**config.mk**
```make
export PLATFORM = sky130hd
export DESIGN_NAME = zt_sram
export DESIGN_NICKNAME = d
export VERILOG_FILES = /design/src/rtl/zt_pkg.sv /design/src/rtl/zt_cmd_seq.sv /design/src/rtl/zt_pipe.sv /design/src/rtl/zt_store.sv /design/src/rtl/zt_sram.sv
export SDC_FILE = /design/constraint.sdc
export NUM_CORES = 1
export LEC_CHECK = 0
export ABC_AREA = 1
export BUFFER_PORTS_ARGS = -buffer_cell sky130_fd_sc_hd__buf_2
export CORE_ASPECT_RATIO = 1.5
export CORE_MARGIN = 2
export CORE_UTILIZATION = 38
export CTS_BUF_LIST = sky130_fd_sc_hd__clkbuf_16
export CTS_CLUSTER_SIZE = 40
export DETAILED_ROUTE_END_ITERATION = 10
export PLACE_DENSITY = 0.55
export SLEW_MARGIN = 20
export SYNTH_ARGS = -nofsm -noshare
export SYNTH_HDL_FRONTEND = slang
export SYNTH_SLANG_ARGS = --single-unit
export TNS_END_PERCENT = 30
```
**constraint.sdc**
```tcl
create_clock -name clk -period 4.2 [get_ports clk]
set_input_delay 0.42 -clock clk [delete_from_list [all_inputs] [get_ports clk]]
set_output_delay 0.42 -clock clk [all_outputs]
set_load 0.01 [all_outputs]
```
**src/rtl/zt_pkg.sv**
```systemverilog
package zt_pkg;
   typedef enum logic [1:0] {
      OP_DS = 2'd0,
      OP_RD = 2'd1,
      OP_WR = 2'd2
   } op_e;
endpackage

```
**src/rtl/zt_cmd_seq.sv**
```systemverilog
module zt_cmd_seq #(
   parameter int ADDR_W = 6
) (
   input  logic              clk,
   input  logic              rst_n,
   input  logic              hold,
   input  logic              ce0_n,
   input  logic              ce1,
   input  logic              ce2_n,
   input  logic              adv,
   input  logic              rd_wr,
   input  logic [ADDR_W-1:0] addr,
   input  logic              order_il,
   output zt_pkg::op_e       op,
   output logic [ADDR_W-1:0] a
);
   import zt_pkg::*;

   op_e               op_q;
   logic [ADDR_W-1:0] base_q;
   logic [1:0]        cnt_q, cnt_nx, lo;
   logic              sel;

   assign sel = !ce0_n && ce1 && !ce2_n;

   always_comb begin
      if (!adv) begin
         cnt_nx = 2'd0;
         lo     = addr[1:0];
         a      = addr;
         op     = sel ? (rd_wr ? OP_RD : OP_WR) : OP_DS;
      end else begin
         cnt_nx = cnt_q + 2'd1;
         lo     = order_il ? (base_q[1:0] ^ cnt_nx) : (base_q[1:0] + cnt_nx);
         a      = {base_q[ADDR_W-1:2], lo};
         op     = op_q;
      end
   end

   always_ff @(posedge clk or negedge rst_n) begin
      if (!rst_n) begin
         op_q   <= OP_DS;
         base_q <= '0;
         cnt_q  <= '0;
      end else if (!hold) begin
         cnt_q <= cnt_nx;
         if (!adv) begin
            op_q   <= op;
            base_q <= addr;
         end
      end
   end


   burst_keeps_op_chk: assert property (@(posedge clk) disable iff (!rst_n)
      (!hold && adv) |=> (op_q == $past(op_q)));
endmodule

```
**src/rtl/zt_pipe.sv**
```systemverilog
module zt_pipe #(
   parameter int W      = 8,
   parameter int STAGES = 2
) (
   input  logic         clk,
   input  logic         rst_n,
   input  logic         hold,
   input  logic [W-1:0] d,
   output logic [W-1:0] q
);
   logic [STAGES-1:0][W-1:0] st;

   for (genvar i = 0; i < STAGES; i++) begin : g_st
      always_ff @(posedge clk or negedge rst_n) begin
         if (!rst_n)     st[i] <= '0;
         else if (!hold) st[i] <= (i == 0) ? d : st[(i == 0) ? 0 : i-1];
      end
   end

   assign q = st[STAGES-1];
endmodule

```
**src/rtl/zt_store.sv**
```systemverilog
module zt_store #(
   parameter int ADDR_W = 6,
   parameter int LANE_W = 9,
   parameter int LANES  = 2
) (
   input  logic                    clk,
   input  logic                    rst_n,
   input  logic                    hold,
   input  zt_pkg::op_e             op,
   input  logic [ADDR_W-1:0]       a,
   input  logic [LANES-1:0]        bw_n,
   input  logic [LANES*LANE_W-1:0] din,
   output logic [LANES*LANE_W-1:0] dout,
   output logic                    rd_valid
);
   import zt_pkg::*;
   localparam int WORDS  = 2**ADDR_W;
   localparam int DATA_W = LANES*LANE_W;

   logic              wb_vld;
   logic [ADDR_W-1:0] wb_a;
   logic [LANES-1:0]  wb_bw_n;
   logic [DATA_W-1:0] wb_d;

   always_ff @(posedge clk or negedge rst_n) begin
      if (!rst_n) begin
         wb_vld   <= 1'b0;
         rd_valid <= 1'b0;
         wb_a     <= '0;
         wb_bw_n  <= '1;
         wb_d     <= '0;
      end else if (!hold) begin
         wb_vld   <= (op == OP_WR);
         rd_valid <= (op == OP_RD);
         if (op == OP_WR) begin
            wb_a    <= a;
            wb_bw_n <= bw_n;
            wb_d    <= din;
         end
      end
   end

   for (genvar l = 0; l < LANES; l++) begin : g_lane
      logic [LANE_W-1:0] mem [WORDS];
      logic [LANE_W-1:0] rdl;
      logic              fwd;

      assign fwd = wb_vld && !wb_bw_n[l] && (wb_a == a);
      assign rdl = fwd ? wb_d[l*LANE_W +: LANE_W] : mem[a];

      always_ff @(posedge clk) begin
         if (rst_n && !hold && wb_vld && !wb_bw_n[l])
            mem[wb_a] <= wb_d[l*LANE_W +: LANE_W];
      end

      always_ff @(posedge clk or negedge rst_n) begin
         if (!rst_n)                      dout[l*LANE_W +: LANE_W] <= '0;
         else if (!hold && op == OP_RD)   dout[l*LANE_W +: LANE_W] <= rdl;
      end
   end
endmodule

```
**src/rtl/zt_sram.sv**
```systemverilog
module zt_sram #(
   parameter int ADDR_W = 6,
   parameter int LANE_W = 9,
   parameter int LANES  = 2
) (
   input  logic                    clk,
   input  logic                    rst_n,
   input  logic                    hold,
   input  logic                    ce0_n,
   input  logic                    ce1,
   input  logic                    ce2_n,
   input  logic                    adv,
   input  logic                    rd_wr,
   input  logic [LANES-1:0]        bw_n,
   input  logic [ADDR_W-1:0]       addr,
   input  logic                    order_il,
   input  logic                    oe_n,
   input  logic [LANES*LANE_W-1:0] dq_in,
   output logic [LANES*LANE_W-1:0] dq_out,
   output logic                    dq_oe,
   output logic                    rd_valid
);
   import zt_pkg::*;
   localparam int LAT   = 2;
   localparam int PIPEW = 2 + ADDR_W + LANES;

   if (ADDR_W < 3) begin : g_bad_addr
      $error("zt_sram: ADDR_W must be at least 3");
   end
   if (LANES < 1 || LANE_W < 1) begin : g_bad_lane
      $error("zt_sram: LANES and LANE_W must be positive");
   end

   op_e               op_c, s2_op;
   logic [ADDR_W-1:0] a_c, s2_a;
   logic [LANES-1:0]  s2_bw;
   logic [PIPEW-1:0]  s2_vec;

   zt_cmd_seq #(.ADDR_W(ADDR_W)) u_seq (
      .clk(clk), .rst_n(rst_n), .hold(hold),
      .ce0_n(ce0_n), .ce1(ce1), .ce2_n(ce2_n),
      .adv(adv), .rd_wr(rd_wr), .addr(addr), .order_il(order_il),
      .op(op_c), .a(a_c)
   );

   zt_pipe #(.W(PIPEW), .STAGES(LAT)) u_pipe (
      .clk(clk), .rst_n(rst_n), .hold(hold),
      .d({op_c, a_c, bw_n}), .q(s2_vec)
   );

   assign s2_op = op_e'(s2_vec[PIPEW-1 -: 2]);
   assign s2_a  = s2_vec[LANES +: ADDR_W];
   assign s2_bw = s2_vec[LANES-1:0];

   zt_store #(.ADDR_W(ADDR_W), .LANE_W(LANE_W), .LANES(LANES)) u_store (
      .clk(clk), .rst_n(rst_n), .hold(hold),
      .op(s2_op), .a(s2_a), .bw_n(s2_bw), .din(dq_in),
      .dout(dq_out), .rd_valid(rd_valid)
   );

   assign dq_oe = rd_valid && !oe_n;


   read_lands_chk: assert property (@(posedge clk) disable iff (!rst_n)
      (!hold && s2_op == OP_RD) |=> rd_valid);

   deselect_quiet_chk: assert property (@(posedge clk) disable iff (!rst_n)
      (!hold && s2_op == OP_DS) |=> !rd_valid);

   hold_freeze_chk: assert property (@(posedge clk) disable iff (!rst_n)
      hold |=> ($stable(dq_out) && $stable(rd_valid)));

   drive_gate_chk: assert property (@(posedge clk) disable iff (!rst_n)
      dq_oe |-> !oe_n);
endmodule

```
==> results.ini, run 1 <==
[yosys]
synth_nets=4428
syn-instance-count=4391
synth_area_leaders=edfxtp_1, nand2_1, nand3_1, dfrtp_1, buf_2
syn_area_per_cell_um2=11.5
synth_area_leader_cell=edfxtp_1
seq_area_frac_synth_pct=72.6
synth_warnings=0
synth-seq-cells=1228
synth_top_area_share_pct=68.8
post_synth_num_cell_types=30
mappedNetlistArea_um2=50300

[timing]
fin_skew_ns=0.0274
relSlewSlack_pct=27.5
setup_viol=0
timing.final.crit_period_ns=2.94
fin_crit_sh_pct=69.9
worst_slew_pin_slew_ns=1.08
slew_violations=0
hold_viol=0
max_freq_mhz=340
rsz0062_at_grt=no
finalSetupTns_ns=0

[grt]
busiest_layer=met2
use_met1_pct=25.6
overflow=0
grt_max_degree=181
antenna_found_initial=2
grtUsageMet3_pct=2.88
grt_pass1_vias=32100
met2_usage_pct=36.3
grt_first_pass_wirelength_um=209000
track_usage_pct=20.7

[drt]
viasPerCell=5.23
routed_wl_um=141000
firstDrtPassIters=6
drtIter0Drc=3085
num_vias=32700
wire_per_inst_um=22.6
route.antenna.remaining_nets=0
drc=0

[power]
power.leakage_nw=20.4
cell_internal_pwr_mw=22.4
powerDensity_nw_per_um2=580
p_seq_share_pct=50.2
power_frac_clock_pct=31.2
pwr-share-comb_pct=18.6
p_switching_mw=10.4
ir_drop_mv=0.306
p_sw_share_pct=31.6

[hold_path]
hold_path_class=input pin to flip-flop

[floorplan]
die_area_um2=135000
core_um2=132000
die_h_um=450
num_rows=163
die_width_um=301
start_util_pct=38.2
pin_count=56

[clock_tree]
cts_made_buffers=108
cts_tree=built
cts.path.max_buffers=3
post_cts_buffers=0
clock_latency_ns=0.72
cts_sinks=1228
path_clk_slew_ns=0.06
cts_root_buf=clkbuf_16
htreeDepth=3

[setup_path]
path_max_fanout=70
crit_type=flip-flop to flip-flop
cp-start-kind=flip-flop
required_ns=4.86
arrival_ns=3.59
cp-end-kind=flip-flop

[finish]
fillCellCount=12100
multiInputGateArea_um2=12300
num-nets-final=4466
register_area_um2=36500
finalNonFillerCells=6252
area_growth_pct=12.4
drive_gt1_share_pct=9.16

[placed_design]
place_inst=6021
port_buffers=55
hpwl_um=85400
place_congestion=0.897

[job]
cap_violations=0

[run_status]
outcome=finished, final reports clean

[area by class of cell]
cell class	instances	share of cell area, %
antenna	1	0.00443
inverter	56	0.418
tap	1732	3.84
clock buffer	110	4.87
multi-input combinational	2831	21.7
clock inverter	90	1.53
sequential	1228	64.7
timing repair buffer	204	2.98
[worst paths after layout]
path | startpoint | to | slack, ns | cells after the start
worst max-delay path | u_pipe.q[2] | u_store.dout[3] | 1.26 | 12
worst min-delay path | ce2_n | u_seq.op_q[0] | 0.04 | 4
worst max register to register | u_pipe.q[2] | u_store.dout[3] | 1.26 | 12
worst min register to register | u_store.wb_d[15] | u_store.g_lane[1].mem[56][6] | 0.49 | 0
max in group asynchronous | rst_n | u_pipe.q[2] | 2.71 | 3
min in group asynchronous | rst_n | u_store.wb_d[6] | 0.12 | 2
[repair_timing]
item                      4_1_cts  5_1_grt
hold buffers                   29        0
hold endpoints to repair       48        0
resized for setup               0        0
[critical path, stage by stage, from the launching register on]
cell and delay, ns:
dfrtp_4 0.70, buf_12 0.36, buf_4 0.59, nand2_1 0.11
nand3_1 0.12, nand3_1 0.12, nand2_1 0.11, nand2_1 0.06
nand3_1 0.18, nand3_1 0.22, nand3_1 0.15, nand2_1 0.06
nand2_1 0.05
[sequential cells by signal, summed over array words and instances, names as in the netlist]
name	cells
u_store.rd_valid	1
u_store.dout	18
u_store.wb_d	18
u_store.wb_a	6
u_store.wb_bw_n	2
u_store.g_lane.mem	1152
u_seq.op_q	2
u_seq.cnt_q	2
u_store.wb_vld	1
u_pipe.q	10
u_pipe.st	10
u_seq.base_q	6
[layout by cell type (no fill, tap or decap), types with 17 or more instances in the layout]
cell	instances
mux2_2	18
buf_12	17
o21ai_0	46
dfrtp_1	51
nand2_1	1596
buf_4	104
clkbuf_16	110
clkinv_2	17
inv_1	58
clkinv_1	20
dlygate4sd3_1	29
edfxtp_1	1152
dfrtp_2	20
nor2_1	131
buf_2	54
nand3_1	993
[per-stage QoR]
stage          total power [mW]  utilization (%)  cell area [um^2]  hold WS (ns)  worst slack, ns
5_1_grt                    34.0             43.0             56500        0.0442             1.03
3_5_place_dp               22.9             40.0             52600         0.294             1.06
3_3_place_gp               22.9             40.0             52600         0.291             1.05
6_report                   32.8             43.0             56500        0.0442             1.26
2_1_floorplan              19.5                -             50300         0.124             2.24
4_1_cts                    33.0             42.9             56500       0.00595             1.19
[synthesized netlist by cell type (all sizes together)]
cell and instances:
nand3 993, nor2 133, edfxtp 1152, o221ai 7, o21ai 48, ha 1
buf 206, dfstp 2, nor3b 1, nand4 2, inv 54, nor3 18
dfrtp 74, mux2 18, nand3b 1, xor2 2, a21oi 3, o211ai 2
nand2 1600, clkinv 2, clkbuf 70, xnor2 2
[cell families (layout without fill, tap and decap cells)]
logic type                 count (synthesis)  count (layout)  share of synthesized area [%]
AOI/OAI and AO/OA                         60              60                          0.674
buffers and inverters                    332             460                           3.12
other                                      0               1                              0
and+or+nand+nor                         2748            2748                           23.1
DFF                                     1228            1228                           72.6
muxes                                     18              18                          0.403
xor gates and xnor gates                   4               4                         0.0697
adders and majority gates                  1               1                         0.0249
[power by group through the flow]
stage | Sequential [mW] | Clock [mW] | Combinational [mW]
after detailed placement | 16.8 | 0 | 6.06
final | 16.5 | 10.2 | 6.10
after floorplan | 16.5 | 0 | 3.00
after CTS | 16.6 | 10.4 | 6.11
after global placement | 16.8 | 0 | 6.06
after global routing | 16.5 | 10.8 | 6.66
[metal layers]
metal | vias to the layer above | routed length [um]
li1 | 15400 | -
met1 | 16100 | 55800
met2 | 987 | 72800
met3 | 264 | 7110
met4 | 0 | 5780
met5 | - | 0
No activity file was read; power rests on OpenSTA's default activity.
==> run 2: changes to the inputs <==
ABC_AREA = 0   (was 1)
clock period = 3.05 ns   (was 4.2 ns; I/O delays follow)
==> run 2 against run 1 <==
Compared with the run above:
- fmax increased by 4.9%
- clock skew increased by 0.0055 ns
- global-route usage decreased by 0.59 points
- non-clock buffer count increased by 152
- register-to-register slack got worse by 1.0 ns
- clock-buffer cell count increased by 3
- synthesized area decreased by 4.3%
- routed wire length decreased by 8.7%
- final cell count decreased by 29%
- critical path depth decreased by 6
- first-iteration DRC count decreased by 26%
- largest cell class unchanged
- combinational power increased by 21%
- highest routed layer unchanged
==> results.ini, run 2 <==
[hold_path]
min-delay-start=adv  ; was ce2_n
hold_path_class=input pin to flip-flop  ; unchanged

[timing]
setup_viol=0  ; unchanged
worst_slew_pin_slew_ns=0.840  ; was 1.08 ns
finalSetupTns_ns=0  ; unchanged
timing.final.crit_period_ns=2.80  ; was 2.94 ns
fin_crit_sh_pct=91.8  ; was 69.9%
slew_violations=0  ; unchanged
fin_skew_ns=0.0329  ; was 0.0274 ns
hold_viol=0  ; unchanged
relSlewSlack_pct=42.5  ; was 27.5%
fin_hold_ws_ns=0.0328  ; was 0.0442 ns
max_freq_mhz=357  ; was 340 MHz
rsz0062_at_grt=no  ; unchanged

[yosys]
seq_area_frac_synth_pct=75.9  ; was 72.6%
synth-edff-count=1152  ; unchanged
synth_top_area_share_pct=71.9  ; was 68.8%
synth.most_common_cell=edfxtp_1  ; was nand2_1
synth_area_leader_cell=edfxtp_1  ; unchanged
syn-instance-count=2409  ; was 4391
synth_nets=2446  ; was 4428
synth-seq-cells=1228  ; unchanged
syn_area_per_cell_um2=20.0  ; was 11.5 um^2
ys.flop_type=edfxtp_1  ; unchanged
post_synth_num_cell_types=66  ; was 30
async_flop_share_pct=6.19  ; unchanged
mappedNetlistArea_um2=48100  ; was 50300 um^2
synth_warnings=0  ; unchanged
synth.top_cells.by_count=edfxtp_1, mux4_2, nor2_1, a22oi_1, mux2i_1  ; was nand2_1, edfxtp_1, nand3_1, buf_2, nor2_1
synth_area_leaders=edfxtp_1, mux4_2, dfrtp_1, mux2i_1, a22oi_1  ; was edfxtp_1, nand2_1, nand3_1, dfrtp_1, buf_2

[clock_tree]
cts_made_buffers=112  ; was 108
path_clk_slew_ns=0.07  ; was 0.06 ns
cts.repair.resized=0  ; unchanged
cts.path.max_buffers=3  ; unchanged
cts_root_buf=clkbuf_16  ; unchanged
post_cts_buffers=0  ; unchanged
clock_latency_ns=0.73  ; was 0.72 ns
htreeDepth=3  ; unchanged
cts_sinks=1228  ; unchanged
cts_tree=built  ; unchanged

[grt]
grt_pass1_vias=25800  ; was 32100
track_usage_pct=20.1  ; was 20.7%
antenna_found_initial=2  ; unchanged
grt_max_degree=90  ; was 181
grt_first_pass_wirelength_um=185000  ; was 209000 um
overflow=0  ; unchanged

[floorplan]
num_rows=159  ; was 163
die_h_um=440  ; was 450 um
die_width_um=295  ; was 301 um
die_area_um2=130000  ; was 135000 um^2
core_um2=125000  ; was 132000 um^2
start_util_pct=38.4  ; was 38.2%
pin_count=56  ; unchanged

[setup_path]
cp-end-kind=flip-flop  ; unchanged
cp-start-kind=flip-flop  ; unchanged
r2r-start=u_pipe.q[2]  ; unchanged
slowest_delay_ns=0.69  ; was 0.70 ns
required_ns=3.62  ; was 4.86 ns
arrival_ns=3.37  ; was 3.59 ns
path_max_fanout=28  ; was 70
cp-startpoint=u_pipe.q[2]  ; unchanged
regToRegSetupSlack_ns=0.25  ; was 1.26 ns
cp_cell_sequence=buf_12, mux4_2, a22oi_1, nand2_1, a2111oi_0, nor4_1  ; was buf_12, buf_4, nand2_1, nand3_1, nand3_1, nand2_1, nand2_1, nand3_1, nand3_1, nand3_1, nand2_1, nand2_1
crit_type=flip-flop to flip-flop  ; unchanged
critPathSlowestCell=a2111oi_0  ; was dfrtp_4

[power]
total_power_mw=44.7  ; was 32.8 mW
powerDensity_nw_per_um2=799  ; was 580 nW/um^2
power.leakage_nw=18.5  ; was 20.4 nW
ir_drop_mv=0.865  ; was 0.306 mV

[finish]
mostFrequentLayoutCell=edfxtp_1  ; was nand2_1
num-nets-final=2763  ; was 4466
register_area_um2=36500  ; about the same
reg_top3=u_store.g_lane.mem (1152), u_store.dout (18), u_store.wb_d (18)  ; unchanged
most-common-layout-cells=edfxtp_1, buf_4, mux4_2, nor2_1, a22oi_1  ; was nand2_1, edfxtp_1, nand3_1, nor2_1, clkbuf_16
largest_reg_flops=1152  ; unchanged
drive_gt1_share_pct=28.2  ; was 9.16%
multiInputGateArea_um2=10600  ; was 12300 um^2
top_register=u_store.g_lane.mem  ; unchanged
fillCellCount=10700  ; was 12100
area_growth_pct=16.2  ; was 12.4%

[drt]
firstDrtPassIters=5  ; was 6
viasPerCell=5.59  ; was 5.23
wire_per_inst_um=29.1  ; was 22.6 um
drtIter0Drc=2278  ; was 3085
routed_wl_um=129000  ; was 141000 um
num_vias=24800  ; was 32700
drc=0  ; unchanged
route.antenna.remaining_nets=0  ; unchanged

[run_status]
outcome=finished, final reports clean  ; unchanged

[job]
cap_violations=0  ; unchanged

[placed_design]
place_congestion=0.847  ; was 0.897
hpwl_um=87200  ; was 85400 um
port_buffers=55  ; unchanged

run 2: cell types whose count changed in the layout (fill, tap and decap cells not counted), moves of 18 or more:
cell / delta
a22oi_1: +132
buf_4: +145
inv_1: -32
mux2_2: +30
mux2i_1: +123
mux4_2: +214
nand2_1: -1522
nand3_1: -956
nor2_1: +29
o21ai_0: -24
or3_1: +18
run 2: logic make-up after synthesis:
group           after synthesis  share of synthesized area [%]
simple gates                370                           3.61
xor+xnor                      9                          0.179
mux                         400                           14.5
flops                      1228                           75.9
compound gates              244                           3.69
buf+inv                     157                           2.11
fa+ha+maj                     1                         0.0260
run 2: through the flow:
| step | cell area (um^2) | std cells | setup WS, ns | util [%] |
|---|---|---|---|---|
| 2_1_floorplan | 48100 | 2409 | 0.625 | - |
| 3_3_place_gp | 51800 | 4191 | 0.152 | 41.3 |
| 3_5_place_dp | 51800 | 4191 | 0.187 | 41.3 |
| 4_1_cts | 55900 | 4432 | 0.167 | 44.6 |
| 5_1_grt | 55900 | 4433 | 0.0721 | 44.6 |
| 6_report | 55900 | 4433 | 0.250 | 44.6 |
run 2: critical path, delay by kind of cell (launching register included):
| kind | cells | cell delay [ns] |
|---|---|---|
| buffers and inverters | 1 | 0.28 |
| and+or+nand+nor | 2 | 0.28 |
| AOI/OAI and AO/OA | 2 | 0.92 |
| DFF | 1 | 0.60 |
| muxes | 1 | 0.53 |
run 2: final cells by class:
type                    instances  area share (%)
flip-flops and latches       1228            65.4
multi-input cells            1024            19.0
repair buffers                356            5.17
clock buffers                 113            5.06
well taps                    1610            3.60
clock inverters                97            1.79
inverters                       4          0.0269
diodes                          1         0.00448
run 2: report_power, final:
| part | switching [mW] | internal (mW) | total [mW] |
|---|---|---|---|
| Clock | 6.26 | 8.37 | 14.6 |
| Combinational | 4.64 | 2.77 | 7.41 |
| Sequential | 1.79 | 20.9 | 22.6 |
| Total | 12.7 | 32.0 | 44.7 |
run 2: what timing repair did:
action | 4_1_cts | 5_1_grt
endpoints found under the setup margin | 0 | 0
endpoints found under the hold margin | 70 | 0
hold buffers | 31 | 0
run 2: final timing paths:
path	endpoint	cells past startpoint
setup / recovery	u_store.dout[4]	6
hold / removal	u_seq.cnt_q[0]	3
setup reg to reg	u_store.dout[4]	6
hold reg to reg	u_pipe.st[5]	2
max in group asynchronous	u_store.wb_d[14]	4
min in group asynchronous	u_store.dout[8]	3
run 2: routing by layer:
layer	share of wire, %	vias to the layer above	track usage [%]
li1	-	10500	-
met1	37	13200	24.0
met2	53	843	35.9
met3	5.1	227	2.45
met4	4.9	0	10.0
met5	0	-	0
